## src/rtl/sil_pkg.sv

```systemverilog
package sil_pkg;

  // Bits needed to hold values 0..max_val.
  function automatic int unsigned cnt_w(input int unsigned max_val);
    return (max_val < 2) ? 1 : $clog2(max_val + 1);
  endfunction

  typedef enum logic {
    PH_IDLE = 1'b0,
    PH_RUN  = 1'b1
  } phase_t;

endpackage

```

## src/rtl/sil_rise_detect.sv

```systemverilog
module sil_rise_detect (
  input  logic clk,
  input  logic rst,
  input  logic level_i,
  output logic rise_o
);

  logic level_q;

  always_ff @(posedge clk) begin
    if (rst) level_q <= 1'b0;
    else     level_q <= level_i;
  end

  assign rise_o = level_i & ~level_q;

  // A held-high level yields one rise only.
  assert_single_rise_R8: assert property (@(posedge clk) disable iff (rst)
    rise_o |=> !rise_o);

endmodule

```

## src/rtl/sil_gap_timer.sv

```systemverilog
module sil_gap_timer #(
  parameter int unsigned SPACING = 44
) (
  input  logic clk,
  input  logic rst,
  input  logic start_i,
  output logic ready_o
);
  import sil_pkg::*;

  localparam int unsigned GW = cnt_w(SPACING);
  localparam logic [GW-1:0] RELOAD = GW'(SPACING - 1);

  logic [GW-1:0] remain;

  always_ff @(posedge clk) begin
    if (rst)                remain <= '0;
    else if (start_i)       remain <= RELOAD;
    else if (remain != '0)  remain <= remain - 1'b1;
  end

  assign ready_o = (remain == '0);

  // After an accepted event the timer cannot read expired next cycle unless SPACING is 1.
  assert_reload_R6: assert property (@(posedge clk) disable iff (rst)
    (start_i && SPACING > 1) |=> !ready_o);

endmodule

```

## src/rtl/sil_sequencer.sv

```systemverilog
module sil_sequencer #(
  parameter int unsigned SOF_DELAY = 2,
  parameter int unsigned SOF_WIDTH = 4,
  parameter int unsigned SAMPLE_AT = 100
) (
  input  logic clk,
  input  logic rst,
  input  logic start_i,
  output logic busy_o,
  output logic sof_o,
  output logic take_o
);
  import sil_pkg::*;

  localparam int unsigned SPAN = SOF_DELAY + SAMPLE_AT;
  localparam int unsigned CW   = cnt_w(SPAN);
  localparam logic [CW-1:0] ON_AT   = CW'(SOF_DELAY);
  localparam logic [CW-1:0] OFF_AT  = CW'(SOF_DELAY + SOF_WIDTH);
  localparam logic [CW-1:0] TAKE_AT = CW'(SPAN);

  phase_t        phase;
  logic [CW-1:0] step;

  assign busy_o = (phase == PH_RUN);
  assign take_o = busy_o && (step == TAKE_AT);

  always_ff @(posedge clk) begin
    if (rst) begin
      phase <= PH_IDLE;
      step  <= '0;
      sof_o <= 1'b0;
    end else if (start_i) begin
      phase <= PH_RUN;
      step  <= CW'(1);
      sof_o <= 1'b0;
    end else if (busy_o) begin
      step  <= step + 1'b1;
      sof_o <= (step >= ON_AT) && (step < OFF_AT);
      if (take_o) phase <= PH_IDLE;
    end else begin
      sof_o <= 1'b0;
    end
  end

  // Pulse-width monitor.
  localparam int unsigned RW = cnt_w(SOF_WIDTH);
  localparam logic [RW-1:0] WIDTH_C = RW'(SOF_WIDTH);
  logic [RW-1:0] run_len;

  always_ff @(posedge clk) begin
    if (rst)                             run_len <= '0;
    else if (!sof_o)                     run_len <= '0;
    else if (run_len != {RW{1'b1}})      run_len <= run_len + 1'b1;
  end

  assert_sof_not_long_R3: assert property (@(posedge clk) disable iff (rst)
    sof_o |-> (run_len < WIDTH_C));

  assert_sof_not_short_R3: assert property (@(posedge clk) disable iff (rst)
    $fell(sof_o) |-> ($past(run_len) == WIDTH_C - 1'b1));

endmodule

```

## src/rtl/sil_capture.sv

```systemverilog
module sil_capture #(
  parameter int unsigned DATA_W = 16
) (
  input  logic              clk,
  input  logic              rst,
  input  logic              take_i,
  input  logic [DATA_W-1:0] din,
  output logic [DATA_W-1:0] dout,
  output logic              strobe_o
);

  always_ff @(posedge clk) begin
    if (rst) begin
      dout     <= '0;
      strobe_o <= 1'b0;
    end else begin
      strobe_o <= take_i;
      if (take_i) dout <= din;
    end
  end

  assert_strobe_pulse_R5: assert property (@(posedge clk) disable iff (rst)
    strobe_o |=> !strobe_o);

  assert_hold_between_R5: assert property (@(posedge clk) disable iff (rst)
    !strobe_o |-> $stable(dout));

endmodule

```

## src/rtl/sof_input_latch.sv

```systemverilog
module sof_input_latch #(
  parameter int unsigned DATA_W    = 16,
  parameter int unsigned SOF_DELAY = 2,
  parameter int unsigned SOF_WIDTH = 4,
  parameter int unsigned SAMPLE_AT = 100,
  parameter int unsigned SPACING   = 44
) (
  input  logic              clk,
  input  logic              rst,
  input  logic              rx_dv,
  input  logic [DATA_W-1:0] din,
  output logic              sof,
  output logic [DATA_W-1:0] dout,
  output logic              dout_valid
);
  import sil_pkg::*;

  logic rise, gap_ready, busy, take, start;

  sil_rise_detect u_rise (
    .clk     (clk),
    .rst     (rst),
    .level_i (rx_dv),
    .rise_o  (rise)
  );

  sil_gap_timer #(.SPACING(SPACING)) u_gap (
    .clk     (clk),
    .rst     (rst),
    .start_i (start),
    .ready_o (gap_ready)
  );

  sil_sequencer #(
    .SOF_DELAY (SOF_DELAY),
    .SOF_WIDTH (SOF_WIDTH),
    .SAMPLE_AT (SAMPLE_AT)
  ) u_seq (
    .clk     (clk),
    .rst     (rst),
    .start_i (start),
    .busy_o  (busy),
    .sof_o   (sof),
    .take_o  (take)
  );

  sil_capture #(.DATA_W(DATA_W)) u_cap (
    .clk      (clk),
    .rst      (rst),
    .take_i   (take),
    .din      (din),
    .dout     (dout),
    .strobe_o (dout_valid)
  );

  // An edge is accepted only when no sequence runs and the spacing has elapsed.
  assign start = rise & gap_ready & ~busy;

  // Port-level monitor: cycles since the last rise of sof.
  localparam int unsigned MON_MAX = SPACING + SAMPLE_AT + SOF_DELAY;
  localparam int unsigned MW      = cnt_w(MON_MAX);
  localparam logic [MW-1:0] SAMPLE_C  = MW'(SAMPLE_AT);
  localparam logic [MW-1:0] SPACING_C = MW'(SPACING);
  localparam logic [MW-1:0] MON_TOP   = MW'(MON_MAX);

  logic          sof_d, seen;
  logic [MW-1:0] since_sof;

  always_ff @(posedge clk) begin
    if (rst) begin
      sof_d     <= 1'b0;
      seen      <= 1'b0;
      since_sof <= '0;
    end else begin
      sof_d <= sof;
      if (sof && !sof_d) begin
        seen      <= 1'b1;
        since_sof <= MW'(1);
      end else if (since_sof != MON_TOP) begin
        since_sof <= since_sof + 1'b1;
      end
    end
  end

  assert_sample_point_R4: assert property (@(posedge clk) disable iff (rst)
    dout_valid |-> (seen && since_sof == SAMPLE_C));

  assert_min_spacing_R6: assert property (@(posedge clk) disable iff (rst)
    (sof && !sof_d && seen) |-> (since_sof >= SPACING_C));

endmodule

```

## config.mk

```make
export PLATFORM = sky130hd
export DESIGN_NAME = sof_input_latch
export DESIGN_NICKNAME = d
export VERILOG_FILES = /design/src/rtl/sil_pkg.sv /design/src/rtl/sil_rise_detect.sv /design/src/rtl/sil_gap_timer.sv /design/src/rtl/sil_sequencer.sv /design/src/rtl/sil_capture.sv /design/src/rtl/sof_input_latch.sv
export SDC_FILE = /design/constraint.sdc
export NUM_CORES = 1
export LEC_CHECK = 0
export ABC_AREA = 1
export BUFFER_PORTS_ARGS = -buffer_cell sky130_fd_sc_hd__buf_2
export CAP_MARGIN = 20
export CORE_ASPECT_RATIO = 1.1
export CORE_MARGIN = 10
export CORE_UTILIZATION = 35
export CTS_BUF_LIST = sky130_fd_sc_hd__clkbuf_16
export DETAILED_ROUTE_END_ITERATION = 10
export HOLD_SLACK_MARGIN = 0.05
export PLACE_DENSITY = 0.68
export SLEW_MARGIN = 30
export SYNTH_ARGS = -nofsm -noshare
export SYNTH_HDL_FRONTEND = slang
export SYNTH_SLANG_ARGS = --single-unit
export TNS_END_PERCENT = 30
```

## constraint.sdc

```tcl
create_clock -name clk -period 2.9 [get_ports clk]
set_clock_uncertainty 0.2 [all_clocks]
set_input_delay 0.435 -clock clk [delete_from_list [all_inputs] [get_ports clk]]
set_output_delay 0.435 -clock clk [all_outputs]
set_load 0.03 [all_outputs]
```

==> metrics.csv, run 1 <==
stage;metric;value;unit
clock_network;insertion_delay;270;ps
clock_network;clock_sinks;33;
global_routing;antenna_found_initial;0;
critical_path;r2r_slack;1140;ps
routing;avgViaCountPerCell;4.450;
clock_network;cts_buffer_depth;2;
critical_path;cp.arrival;1720;ps
critical_path;r2r_cells;7;
timing;rsz0062_at_grt;no;
timing;fin_crit;1758;ps
timing;max_freq;568.9;MHz
min_path;whs_endpoint;u_cap.dout[1]$_SDFFE_PP0P_;
critical_path;cp_max_fo;8;
synthesis;ys_types;23;
critical_path;r2r-start;u_gap.remain[0]$_SDFFE_PP0P_;
floorplan;core.rowCount;23;
synthesis;syn-num-nets;197;
clock_network;clockRootBuffer;clkbuf_16;
min_path;worstHoldPathCells;3;
routing;first_pass_iters;4;
place;place.gp.congestion;0.8025;
routing;wl_per_cell;11.11;um
synthesis;yosys_warnings;0;
pwr;p_leak;0.8816;nW
synthesis;synth_cells;174;
routing;drc_errors;0;
cells_and_area;syn_to_final_growth;24.71;%
clock_network;cts_setup_buffers;0;
clock_network;ctsHoldBuffers;0;
clock_network;numCtsBuffers;5;
min_path;hold_start;din[1];
timing;finalSetupTns;0;ps
floorplan;die_area;6867;sq um
run;max_cap_viol_count;0;
timing;worstMarginPinSlew;589.4;ps
timing;relSlewSlack;60.66;%
synthesis;syn-cell-area;1383;sq um
global_routing;grt_overflow_total;0;
clock_network;cts_resized;0;
pwr;vdd_drop_max;0.5127;mV
timing;hold_violations;0;
cells_and_area;final_core_util;46.09;%
floorplan;start_util;36.96;%
routing;postRouteAntennaNets;0;
critical_path;r2r-end;u_seq.step[6]$_SDFFE_PP0P_;
critical_path;worstSetupPathType;flip-flop to flip-flop;
critical_path;required;2860;ps
floorplan;die_x;79.93;um
clock_network;clkSlewWorstSetupHoldPaths;50;ps
pwr;power.density;744.0;nW/um^2
critical_path;cp-start-kind;flip-flop;
routing;totalWireLength;2912;um
global_routing;first_global_vias;1192;
floorplan;die_y;85.92;um
clock_network;htree_levels;2;
synthesis;synth_area_per_cell;7.946;sq um
cells_and_area;n_antenna_cell;0;
routing;vias;1166;
pwr;total_power;1.283;mW
synthesis;seq_area_frac_synth;47.78;%
global_routing;grt_usage;8.907;%
cells_and_area;nNetsFinal;235;
timing;fin_crit_sh;60.61;%
min_path;hp-class;primary input to flip-flop;
critical_path;endpoint_kind;flip-flop;
clock_network;cts_tree;built;
floorplan;core_area;3741;sq um
floorplan;ioPinCount;37;
cells_and_area;layout-drive-gt1-share;22.17;%
cells_and_area;fillers;378;
run_status;outcome;finished, final reports clean;
global_routing;grt_max_degree;21;
global_routing;grt_first_pass_wirelength;5085;um
timing;maxSlewViolCount;0;
timing;setup_violations;0;
place;hpwl;2171;um
place;place.port_buffers;36;
routing;drtIter0Drc;41;
synthesis;ys_ff_latch;33;
## per-stage QoR
step	cell area [sq um]	std cells	hold slack, ps	worst slack (ps)
after global placement	1592	255	256.7	1176
after CTS	1724	262	147.2	1140
after global routing	1724	262	162.9	942.4
after floorplan	1383	174	286.8	1370
final	1724	262	149.6	1142
after detailed placement	1592	255	260.5	1145
## metal layers
layer | share of wire (%) | GRT usage, % | vias to the layer above | wire length [um]
li1 | - | - | 636 | -
met1 | 48 | 9.952 | 497 | 1411
met2 | 43 | 14.02 | 28 | 1251
met3 | 7.2 | 4.280 | 5 | 209
met4 | 1.4 | 3.846 | 0 | 40
met5 | 0 | 0 | - | 0
## final cells by class
| cell class | count | area (sq um) | share of cell area (%) |
|---|---|---|---|
| Sequential cell | 33 | 660.6 | 38.32 |
| Clock inverter | 2 | 7.507 | 0.4354 |
| Tap cell | 50 | 62.56 | 3.628 |
| Inverter | 14 | 52.55 | 3.048 |
| Multi-Input combinational cell | 122 | 635.6 | 36.87 |
| Clock buffer | 5 | 125.1 | 7.257 |
| Timing Repair Buffer | 36 | 180.2 | 10.45 |
## placed cells by master (no fill, tap or decap), drive strengths merged
| cell | n |
|---|---|
| nand2 | 51 |
| a21oi | 6 |
| nor3 | 4 |
| a31oi | 1 |
| buf | 36 |
| ha | 4 |
| a21o | 1 |
| clkinv | 1 |
| nand4 | 4 |
| nand3 | 26 |
| dfxtp | 33 |
| xor2 | 5 |
| o21ai | 3 |
| inv | 15 |
| and3 | 1 |
| clkbuf | 5 |
| nor2 | 15 |
| or2 | 1 |
## cells by family after synthesis
group,after synthesis,synth area share (%)
AND/OR/NAND/NOR,102,34.93
flip-flops,33,47.78
buffers and inverters,19,6.243
AO/OA/AOI/OAI,11,4.254
XOR/XNOR,5,3.167
adder cells (fa/ha/maj),4,3.620
## where the power goes
part | internal [mW] | leakage (nW) | switching (mW) | total, mW
combinational | 0.105 | 0.545 | 0.174 | 0.279
sequential | 0.497 | 0.268 | 0.0294 | 0.526
clock | 0.306 | 0.0685 | 0.171 | 0.477
total | 0.908 | 0.882 | 0.375 | 1.28
## synth_stat cells
master / number / area, sq um
xor2_1: 5 / 43.79
nand2_1: 50 / 187.7
nor2_1: 14 / 52.55
nor3_1: 2 / 10.01
a21o_1: 1 / 7.510
or2_2: 1 / 6.260
nand3_4: 1 / 17.52
o21ai_0: 3 / 15.01
ha_1: 4 / 50.05
nor2_8: 1 / 20.02
inv_1: 14 / 52.55
buf_8: 1 / 15.01
nand4_1: 4 / 25.02
a21oi_1: 6 / 30.03
dfxtp_1: 33 / 660.6
and3_1: 1 / 6.260
nor3_4: 1 / 16.27
nand2_2: 1 / 6.260
nor3_2: 1 / 10.01
buf_2: 3 / 15.01
nand3_1: 25 / 125.1
buf_1: 1 / 3.750
a31oi_1: 1 / 6.260
## sequential cells by signal (all words and copies together), names as in the netlist
signal and count:
u_seq.sof_o 1, u_seq.step 7, u_cap.strobe_o 1, u_cap.dout 16, u_gap.remain 6, u_rise.level_q 1
u_seq.busy_o 1
## worst max path at each step
stage / end / cells past startpoint / startpoint
3_3_place_gp: u_seq.step[1]$_SDFFE_PP0P_ / 4 / rst
6_report: u_seq.step[6]$_SDFFE_PP0P_ / 7 / u_gap.remain[0]$_SDFFE_PP0P_
4_1_cts: u_cap.dout[10]$_SDFFE_PP0P_ / 7 / u_seq.step[0]$_SDFFE_PP0P_
2_1_floorplan: u_gap.remain[4]$_SDFFE_PP0P_ / 7 / u_gap.remain[0]$_SDFFE_PP0P_
3_5_place_dp: u_seq.step[1]$_SDFFE_PP0P_ / 4 / rst
5_1_grt: u_seq.step[1]$_SDFFE_PP0P_ / 7 / u_gap.remain[0]$_SDFFE_PP0P_
## worst max-delay path, cell delays in order, from the launching register on
cell and delay [ps]:
dfxtp_1 300, inv_1 160, ha_1 210, nand2_1 60, nor2_1 230, nand3_1 220
nand2_2 200, nor2_1 70
No activity file was read; power rests on OpenSTA's default activity.
==> run 2, diff against run 1 <==
--- a/config.mk
+++ b/config.mk
@@ -5,7 +5,7 @@
 export SDC_FILE = /design/constraint.sdc
 export NUM_CORES = 1
 export LEC_CHECK = 0
-export ABC_AREA = 1
+export ABC_AREA = 0
 export BUFFER_PORTS_ARGS = -buffer_cell sky130_fd_sc_hd__buf_2
 export CAP_MARGIN = 20
 export CORE_ASPECT_RATIO = 1.1
@@ -14,7 +14,7 @@
 export CTS_BUF_LIST = sky130_fd_sc_hd__clkbuf_16
 export DETAILED_ROUTE_END_ITERATION = 10
 export HOLD_SLACK_MARGIN = 0.05
-export PLACE_DENSITY = 0.68
+export PLACE_DENSITY = 0.69
 export SLEW_MARGIN = 30
 export SYNTH_ARGS = -nofsm -noshare
 export SYNTH_HDL_FRONTEND = slang
==> constraint.sdc (replaced) <==
create_clock -name clk -period 1.46 [get_ports clk]
set_clock_uncertainty 0.2 [all_clocks]
set_input_delay 0.219 -clock clk [delete_from_list [all_inputs] [get_ports clk]]
set_output_delay 0.219 -clock clk [all_outputs]
set_load 0.03 [all_outputs]
==> run 2 against run 1 <==
The flow now finishes with violations (negative setup slack). Die area grew 9.4%. Global-route usage is 2.0 points higher. Combinational power increased to 3.9 times the previous value. Via count grew 17%. Critical path depth unchanged. First-iteration DRC count up 66%. Clock power rose by 140%. Worst setup slack lost 1200 ps. Area after synthesis rose by 12%. Routed wire length grew 34%. Sequential share of layout area fell by 10 points. Critical path type unchanged. Largest cell class is now multi-input combinational cells. Highest routed layer unchanged.
==> metrics.csv, run 2 <==
stage;metric;value;unit;change
global_routing;grt_first_pass_wirelength;6941;um;+36%
global_routing;grt.busiest_layer;met2;;
timing;setup_violations;19;;+19
clock_network;clkSlewWorstSetupHoldPaths;50;ps;about the same
run_status;failed_checks;negative setup slack;;
pwr;p_leak;0.9850;nW;+12%
floorplan;die_x;83.56;um;+4.5%
cells_and_area;largest_reg_flops;16;;unchanged
global_routing;first_global_vias;1445;;+21%
cells_and_area;fillers;378;;unchanged
floorplan;die_area;7513;sq um;+9.4%
synthesis;yosys_warnings;0;;unchanged
pwr;pwr-share-seq;33.1;%;-7.9 points
floorplan;core.rowCount;25;;+8.7%
critical_path;endpoint_kind;flip-flop;;
synthesis;netlist_top_cells_area;dfxtp_1 42%, nand2b_1 13%, mux2i_1 10%;;
clock_network;insertion_delay;280;ps;about the same
run_status;outcome;complete, but fails checks;;
place;placed_cells;263;;+3.1%
clock_network;clockRootBuffer;clkbuf_16;;
synthesis;seq_area_frac_synth;42.48;%;-5.3 points
timing;rsz0062_at_grt;yes;;
critical_path;crit_buf_inv;3;;+2
place;dp_slack;-114.5;ps;-1259 ps
cells_and_area;stdcell_count;291;;+11%
synthesis;netlist_top_cells_count;33 x dfxtp_1, 33 x nand2b_1, 16 x mux2i_1, 6 x inv_1;;
clock_network;htree_levels;2;;unchanged
synthesis;syn-num-nets;184;;-6.6%
clock_network;cts_buffer_depth;2;;unchanged
cells_and_area;reg_top3;u_cap.dout (16), u_seq.step (7), u_gap.remain (6);;
timing;maxSlewViolCount;0;;unchanged
cells_and_area;nNetsFinal;259;;+10%
critical_path;cp-start-kind;flip-flop;;
routing;avgViaCountPerCell;4.701;;+5.6%
pwr;p_sw;1.014;mW;+170%
timing;setup_ws;-51.81;ps;-1194 ps
min_path;hp-class;primary input to flip-flop;;
run;max_cap_viol_count;0;;unchanged
synthesis;yosys.area.top_type;dfxtp_1;;
routing;wl_per_cell;13.40;um;+21%
cells_and_area;n_antenna_cell;0;;unchanged
critical_path;slowest_stage;dfxtp_2;;
clock_network;clock_sinks;33;;unchanged
place;hpwl;2676;um;+23%
pwr;vdd_drop_max;1.032;mV;+100%
synthesis;ys_ff_latch;33;;unchanged
cells_and_area;syn_to_final_growth;54.46;%;
synthesis;synth_cells;161;;-7.5%
place;place.port_buffers;36;;unchanged
timing;holdWs;74.14;ps;-75.43 ps
global_routing;antenna_found_initial;0;;unchanged
global_routing;grt_usage;10.89;%;+2.0 points
synthesis;syn-cell-area;1555;sq um;+12%
synthesis;synth-edff-count;0;;unchanged
critical_path;worst_path_largest_cell_delay;330;ps;+30 ps
cells_and_area;final_common_cell;buf_2;;
cells_and_area;layout-drive-gt1-share;37.97;%;+16 points
routing;drc_errors;0;;unchanged
routing;first_pass_iters;4;;unchanged
pwr;p_clk_share;34.4;%;-2.8 points
global_routing;grt_max_degree;20;;-4.8%
pwr;power_frac_comb;32.6;%;+11 points
synthesis;ys_async_sr_fraction;0;%;unchanged
cells_and_area;regMostFlops;u_cap.dout;;
global_routing;grtUsageMet3;4.874;%;+0.59 points
cells_and_area;layout_common_cells;36 x buf_2, 33 x nand2b_1, 28 x dfxtp_1;;
global_routing;grtUsageMet1;11.90;%;+2.0 points
floorplan;start_util;36.29;%;-0.66 points
routing;vias;1368;;+17%
critical_path;cp_max_fo;6;;-2
synthesis;synth_ff_type;dfxtp_1;;
routing;postRouteAntennaNets;0;;unchanged
critical_path;crit_chain;inv_2, ha_4, nand3_4, nor4_4, buf_4, clkbuf_16, mux2i_1;;
synthesis;synth_area_per_cell;9.660;sq um;+22%
timing;worstMarginPinSlew;458.7;ps;-130.7 ps
clock_network;cts_tree;built;;
floorplan;core_area;4285;sq um;+15%
place;place.gp.congestion;0.8798;;+9.6%
timing;fin_crit_sh;103.5;%;+43 points
routing;totalWireLength;3900;um;+34%
synthesis;yosysTopAreaCellShare;42.48;%;-5.3 points
synthesis;ys_types;38;;+65%
global_routing;grt_use_met2;18.43;%;+4.4 points
critical_path;cp.arrival;1520;ps;-200 ps
timing;max_freq;661.5;MHz;+16%
critical_path;required;1470;ps;-1390 ps
pwr;power.density;1410;nW/um^2;+90%
timing;hold_violations;0;;unchanged
global_routing;grt_overflow_total;0;;unchanged
timing;fin_crit;1512;ps;-246.0 ps
floorplan;ioPinCount;37;;unchanged
critical_path;worstSetupPathType;flip-flop to flip-flop;;
timing;relSlewSlack;69.31;%;+8.6 points
floorplan;die_y;89.92;um;+4.6%
pwr;intPower;2.373;mW;+160%
clock_network;numCtsBuffers;5;;unchanged
critical_path;cp_top_family;buffers and inverters;;
routing;drtIter0Drc;68;;+66%
pwr;switching_share;29.93;%;+0.70 points
-- run 2: repair_timing --
action,4_1_cts,5_1_grt
pin swaps,5,2
gates resized for setup,3,9
cloned,0,1
setup buffers,1,1
hold buffers,17,0
hold endpoints to repair,17,0
setup endpoints to repair,23,26
-- run 2: cells by family after synthesis --
logic type      count (synthesis)  synth area share, %
compound gates                 22                9.574
xor+xnor                        5                2.816
fa+ha+maj                       4                3.218
buf+inv                        14                4.988
flops                          33                42.48
mux                            16                10.30
simple gates                   67                26.63
-- run 2: per-layer routing --
layer	vias to the layer above	part of all wire [%]
met3	5	6.2
li1	706	-
met2	29	50
met5	-	0
met4	0	1.2
met1	628	43
-- run 2: power by group through the flow --
stage	registers (mW)	logic [mW]	clock network [mW]
3_5_place_dp	1.13	0.877	0
3_3_place_gp	1.12	0.858	0
5_1_grt	1.14	1.23	1.24
6_report	1.12	1.10	1.16
4_1_cts	1.12	0.978	1.20
2_1_floorplan	1.13	0.572	0
-- run 2: worst register-to-register path, cell delays in order (launching register included) --
cell and delay [ps]:
dfxtp_2 330, inv_2 60, ha_4 140, nand3_4 80, nor4_4 120, buf_4 180
clkbuf_16 160, mux2i_1 180
-- run 2: path summary, 6_finish.rpt --
path	from	to	slack [ps]	cells past startpoint
setup / recovery	u_seq.step[0]$_SDFFE_PP0P_	u_cap.dout[12]$_SDFFE_PP0P_	-50	7
hold / removal	rst	u_gap.remain[0]$_SDFFE_PP0P_	70	2
setup reg to reg	u_seq.step[0]$_SDFFE_PP0P_	u_cap.dout[12]$_SDFFE_PP0P_	-50	7
hold reg to reg	u_cap.dout[10]$_SDFFE_PP0P_	u_cap.dout[10]$_SDFFE_PP0P_	270	2
-- run 2: per-stage QoR --
stage | instance area (sq um) | util, % | total power, mW | TNS, ps
2_1_floorplan | 1597 | - | 1.697 | -232.4
3_3_place_gp | 1961 | 45.75 | 1.979 | -245.7
3_5_place_dp | 1961 | 45.75 | 2.003 | -665.6
4_1_cts | 2320 | 54.13 | 3.291 | -549.0
5_1_grt | 2402 | 56.06 | 3.617 | -2356
6_report | 2402 | 56.06 | 3.387 | -575.5
-- run 2: layout make-up --
| cell class | instances | area (sq um) | area share, % |
|---|---|---|---|
| sequential | 33 | 669.4 | 27.86 |
| tap | 54 | 67.56 | 2.813 |
| inverter | 6 | 22.52 | 0.9375 |
| timing repair buffer | 76 | 560.5 | 23.33 |
| multi-input combinational | 114 | 919.6 | 38.28 |
| clock inverter | 3 | 37.54 | 1.563 |
| clock buffer | 5 | 125.1 | 5.208 |
==> run 3, diff against run 2 <==
--- a/config.mk
+++ b/config.mk
@@ -6,13 +6,14 @@
 export NUM_CORES = 1
 export LEC_CHECK = 0
 export ABC_AREA = 0
-export BUFFER_PORTS_ARGS = -buffer_cell sky130_fd_sc_hd__buf_2
+export BUFFER_PORTS_ARGS = -buffer_cell sky130_fd_sc_hd__clkbuf_2
 export CAP_MARGIN = 20
 export CORE_ASPECT_RATIO = 1.1
 export CORE_MARGIN = 10
 export CORE_UTILIZATION = 35
 export CTS_BUF_LIST = sky130_fd_sc_hd__clkbuf_16
 export DETAILED_ROUTE_END_ITERATION = 10
+export GPL_TIMING_DRIVEN = 0
 export HOLD_SLACK_MARGIN = 0.05
 export PLACE_DENSITY = 0.69
 export SLEW_MARGIN = 30
==> run 3 against run 2 <==
The run still ends with negative setup slack left. Clock power shrank 18%. Final area shrank 1.7%. Critical path depth shrank 2.
==> metrics.csv, run 3 (synthesis results as in run 2) <==
stage;metric;value;unit;change
run_status;outcome;complete, but fails checks;;
run_status;failed_checks;negative setup slack;;
critical_path;worstSetupPathType;flip-flop to flip-flop;;
timing;setup_violations;28;;+9
pwr;vdd_drop_max;1.142;mV;+11%
timing;worstMarginPinSlew;554.1;ps;+95.42 ps
floorplan;core.rowCount;25;;unchanged
floorplan;start_util;36.29;%;unchanged
place;place.gp.congestion;0.8285;;-5.8%
pwr;p_sw;1.049;mW;+3.5%
cells_and_area;reg_top3;u_cap.dout (16), u_seq.step (7), u_gap.remain (6);;
critical_path;cp.arrival;1580;ps;+60 ps
routing;drtIter0Drc;75;;+10%
critical_path;slowest_stage;or3b_4;;
cells_and_area;final_common_cell;clkbuf_2;;
run;max_cap_viol_count;0;;unchanged
routing;vias;1363;;-0.37%
pwr;p_leak;0.9217;nW;-6.4%
critical_path;cp_max_fo;3;;-3
pwr;switching_share;31.33;%;+1.4 points
global_routing;first_global_vias;1480;;+2.4%
cells_and_area;largest_reg_flops;16;;unchanged
clock_network;htree_levels;2;;unchanged
clock_network;clockRootBuffer;clkbuf_16;;
floorplan;die_area;7513;sq um;unchanged
cells_and_area;n_antenna_cell;0;;unchanged
routing;wl_per_cell;13.40;um;about the same
floorplan;die_x;83.56;um;unchanged
cells_and_area;nNetsFinal;254;;-1.9%
clock_network;cts_buffer_depth;2;;unchanged
pwr;power_frac_comb;37.4;%;+4.8 points
cells_and_area;layout-drive-gt1-share;36.64;%;-1.3 points
routing;postRouteAntennaNets;0;;unchanged
critical_path;crit_chain;inv_4, ha_4, or3b_4, nor4_4, a211oi_2;;
cells_and_area;regMostFlops;u_cap.dout;;
cells_and_area;layout_common_cells;35 x clkbuf_2, 33 x nand2b_1, 28 x dfxtp_1;;
global_routing;antenna_found_initial;0;;unchanged
critical_path;cp-start-kind;flip-flop;;
clock_network;insertion_delay;270;ps;about the same
pwr;total_power;3.350;mW;-1.1%
critical_path;worst_path_largest_cell_delay;420;ps;+90 ps
min_path;hp-class;primary input to flip-flop;;
pwr;pwr-share-seq;34.3;%;+1.2 points
routing;avgViaCountPerCell;4.766;;+1.4%
critical_path;required;1400;ps;-70 ps
timing;max_freq;609.9;MHz;-7.8%
clock_network;clkSlewWorstSetupHoldPaths;50;ps;about the same
timing;setup_ws;-179.6;ps;-127.8 ps
routing;drc_errors;0;;unchanged
clock_network;clock_sinks;33;;unchanged
global_routing;grt_overflow_total;0;;unchanged
floorplan;die_y;89.92;um;unchanged
timing;rsz0062_at_grt;yes;;
clock_network;numCtsBuffers;5;;unchanged
timing;fin_crit;1640;ps;+127.8 ps
global_routing;grt_max_degree;11;;-45%
cells_and_area;syn_to_final_growth;51.89;%;
place;place.port_buffers;35;;-2.8%
cells_and_area;stdcell_count;286;;-1.7%
global_routing;grt_usage;10.78;%;-0.12 points
timing;finalSetupTns;-2459;ps;-1883 ps
place;placed_cells;250;;-4.9%
clock_network;cts_tree;built;;
timing;maxSlewViolCount;0;;unchanged
timing;relSlewSlack;62.92;%;-6.4 points
floorplan;ioPinCount;37;;unchanged
pwr;intPower;2.301;mW;-3.1%
floorplan;core_area;4285;sq um;unchanged
routing;totalWireLength;3833;um;-1.7%
place;hpwl;2597;um;-2.9%
timing;hold_violations;0;;unchanged
global_routing;grt_first_pass_wirelength;6886;um;-0.79%
timing;fin_crit_sh;112.3;%;+8.8 points
critical_path;endpoint_kind;flip-flop;;
pwr;p_clk_share;28.4;%;-6.0 points
routing;first_pass_iters;4;;unchanged
pwr;power.density;1418;nW/um^2;+0.58%
[run 3: cell count changes in the layout (fill, tap and decap cells not counted), sizes merged]
cell,before,now
buf,58,14
bufinv,1,0
clkbuf,6,45
inv,7,8
[run 3: final timing paths]
path,to,slack (ps),cells after the start,startpoint
worst min register to register,u_cap.dout[14]$_SDFFE_PP0P_,280,2,u_cap.dout[14]$_SDFFE_PP0P_
worst min-delay path,u_seq.busy_o$_SDFF_PP0_,140,3,rx_dv
worst max-delay path,u_gap.remain[0]$_SDFFE_PP0P_,-180,5,u_gap.remain[0]$_SDFFE_PP0P_
worst max register to register,u_gap.remain[0]$_SDFFE_PP0P_,-180,5,u_gap.remain[0]$_SDFFE_PP0P_
[run 3: repair_timing]
item / 4_1_cts / 5_1_grt
gates resized for setup: 12 / 13
hold endpoints to repair: 17 / 0
hold buffers: 17 / 0
pin swaps: 8 / 10
setup buffers: 9 / 3
setup endpoints to repair: 20 / 28
[run 3: final cells by class]
class / count / area, sq um
inverter: 6 / 27.53
fill: 371 / 1923
clock buffer: 5 / 125.1
buffer: 8 / 57.56
multi-input combinational: 114 / 954.7
sequential: 33 / 674.4
clock inverter: 3 / 11.26
tap: 54 / 67.56
timing repair buffer: 63 / 444.2
[run 3: power by group through the flow]
| stage | registers [mW] | logic (mW) | clock network (mW) |
|---|---|---|---|
| floorplan | 1.13 | 0.572 | 0 |
| detailed placement | 1.15 | 0.711 | 0 |
| global route | 1.16 | 1.39 | 1.01 |
| global placement | 1.15 | 0.702 | 0 |
| finish | 1.15 | 1.25 | 0.951 |
| CTS | 1.14 | 0.998 | 0.982 |
[run 3: worst max-delay path, delay by kind of cell (launching register included)]
kind	cells	cell delay, ps
AO/OA/AOI/OAI	1	60
adder cells (fa/ha/maj)	1	130
buffers and inverters	1	60
flip-flops	1	350
AND/OR/NAND/NOR	2	690
[run 3: routing by layer]
metal  track usage [%]  routed length (um)  vias to the layer above
met5                 0                   0                        -
met4             4.190                  48                        0
met3             3.881                 230                        6
met2             17.59                1957                       35
met1             12.51                1597                      622
li1                  -                   -                      700
[run 3: metrics by stage]
step	setup slack, ps	hold slack (ps)	area [sq um]	util, %
2_1_floorplan	-73.17	147.2	1597	-
3_3_place_gp	-153.7	259.0	1839	42.92
3_5_place_dp	-164.6	271.3	1839	42.92
4_1_cts	-147.7	129.8	2281	53.23
5_1_grt	-266.2	144.6	2362	55.12
6_report	-179.6	135.8	2362	55.12
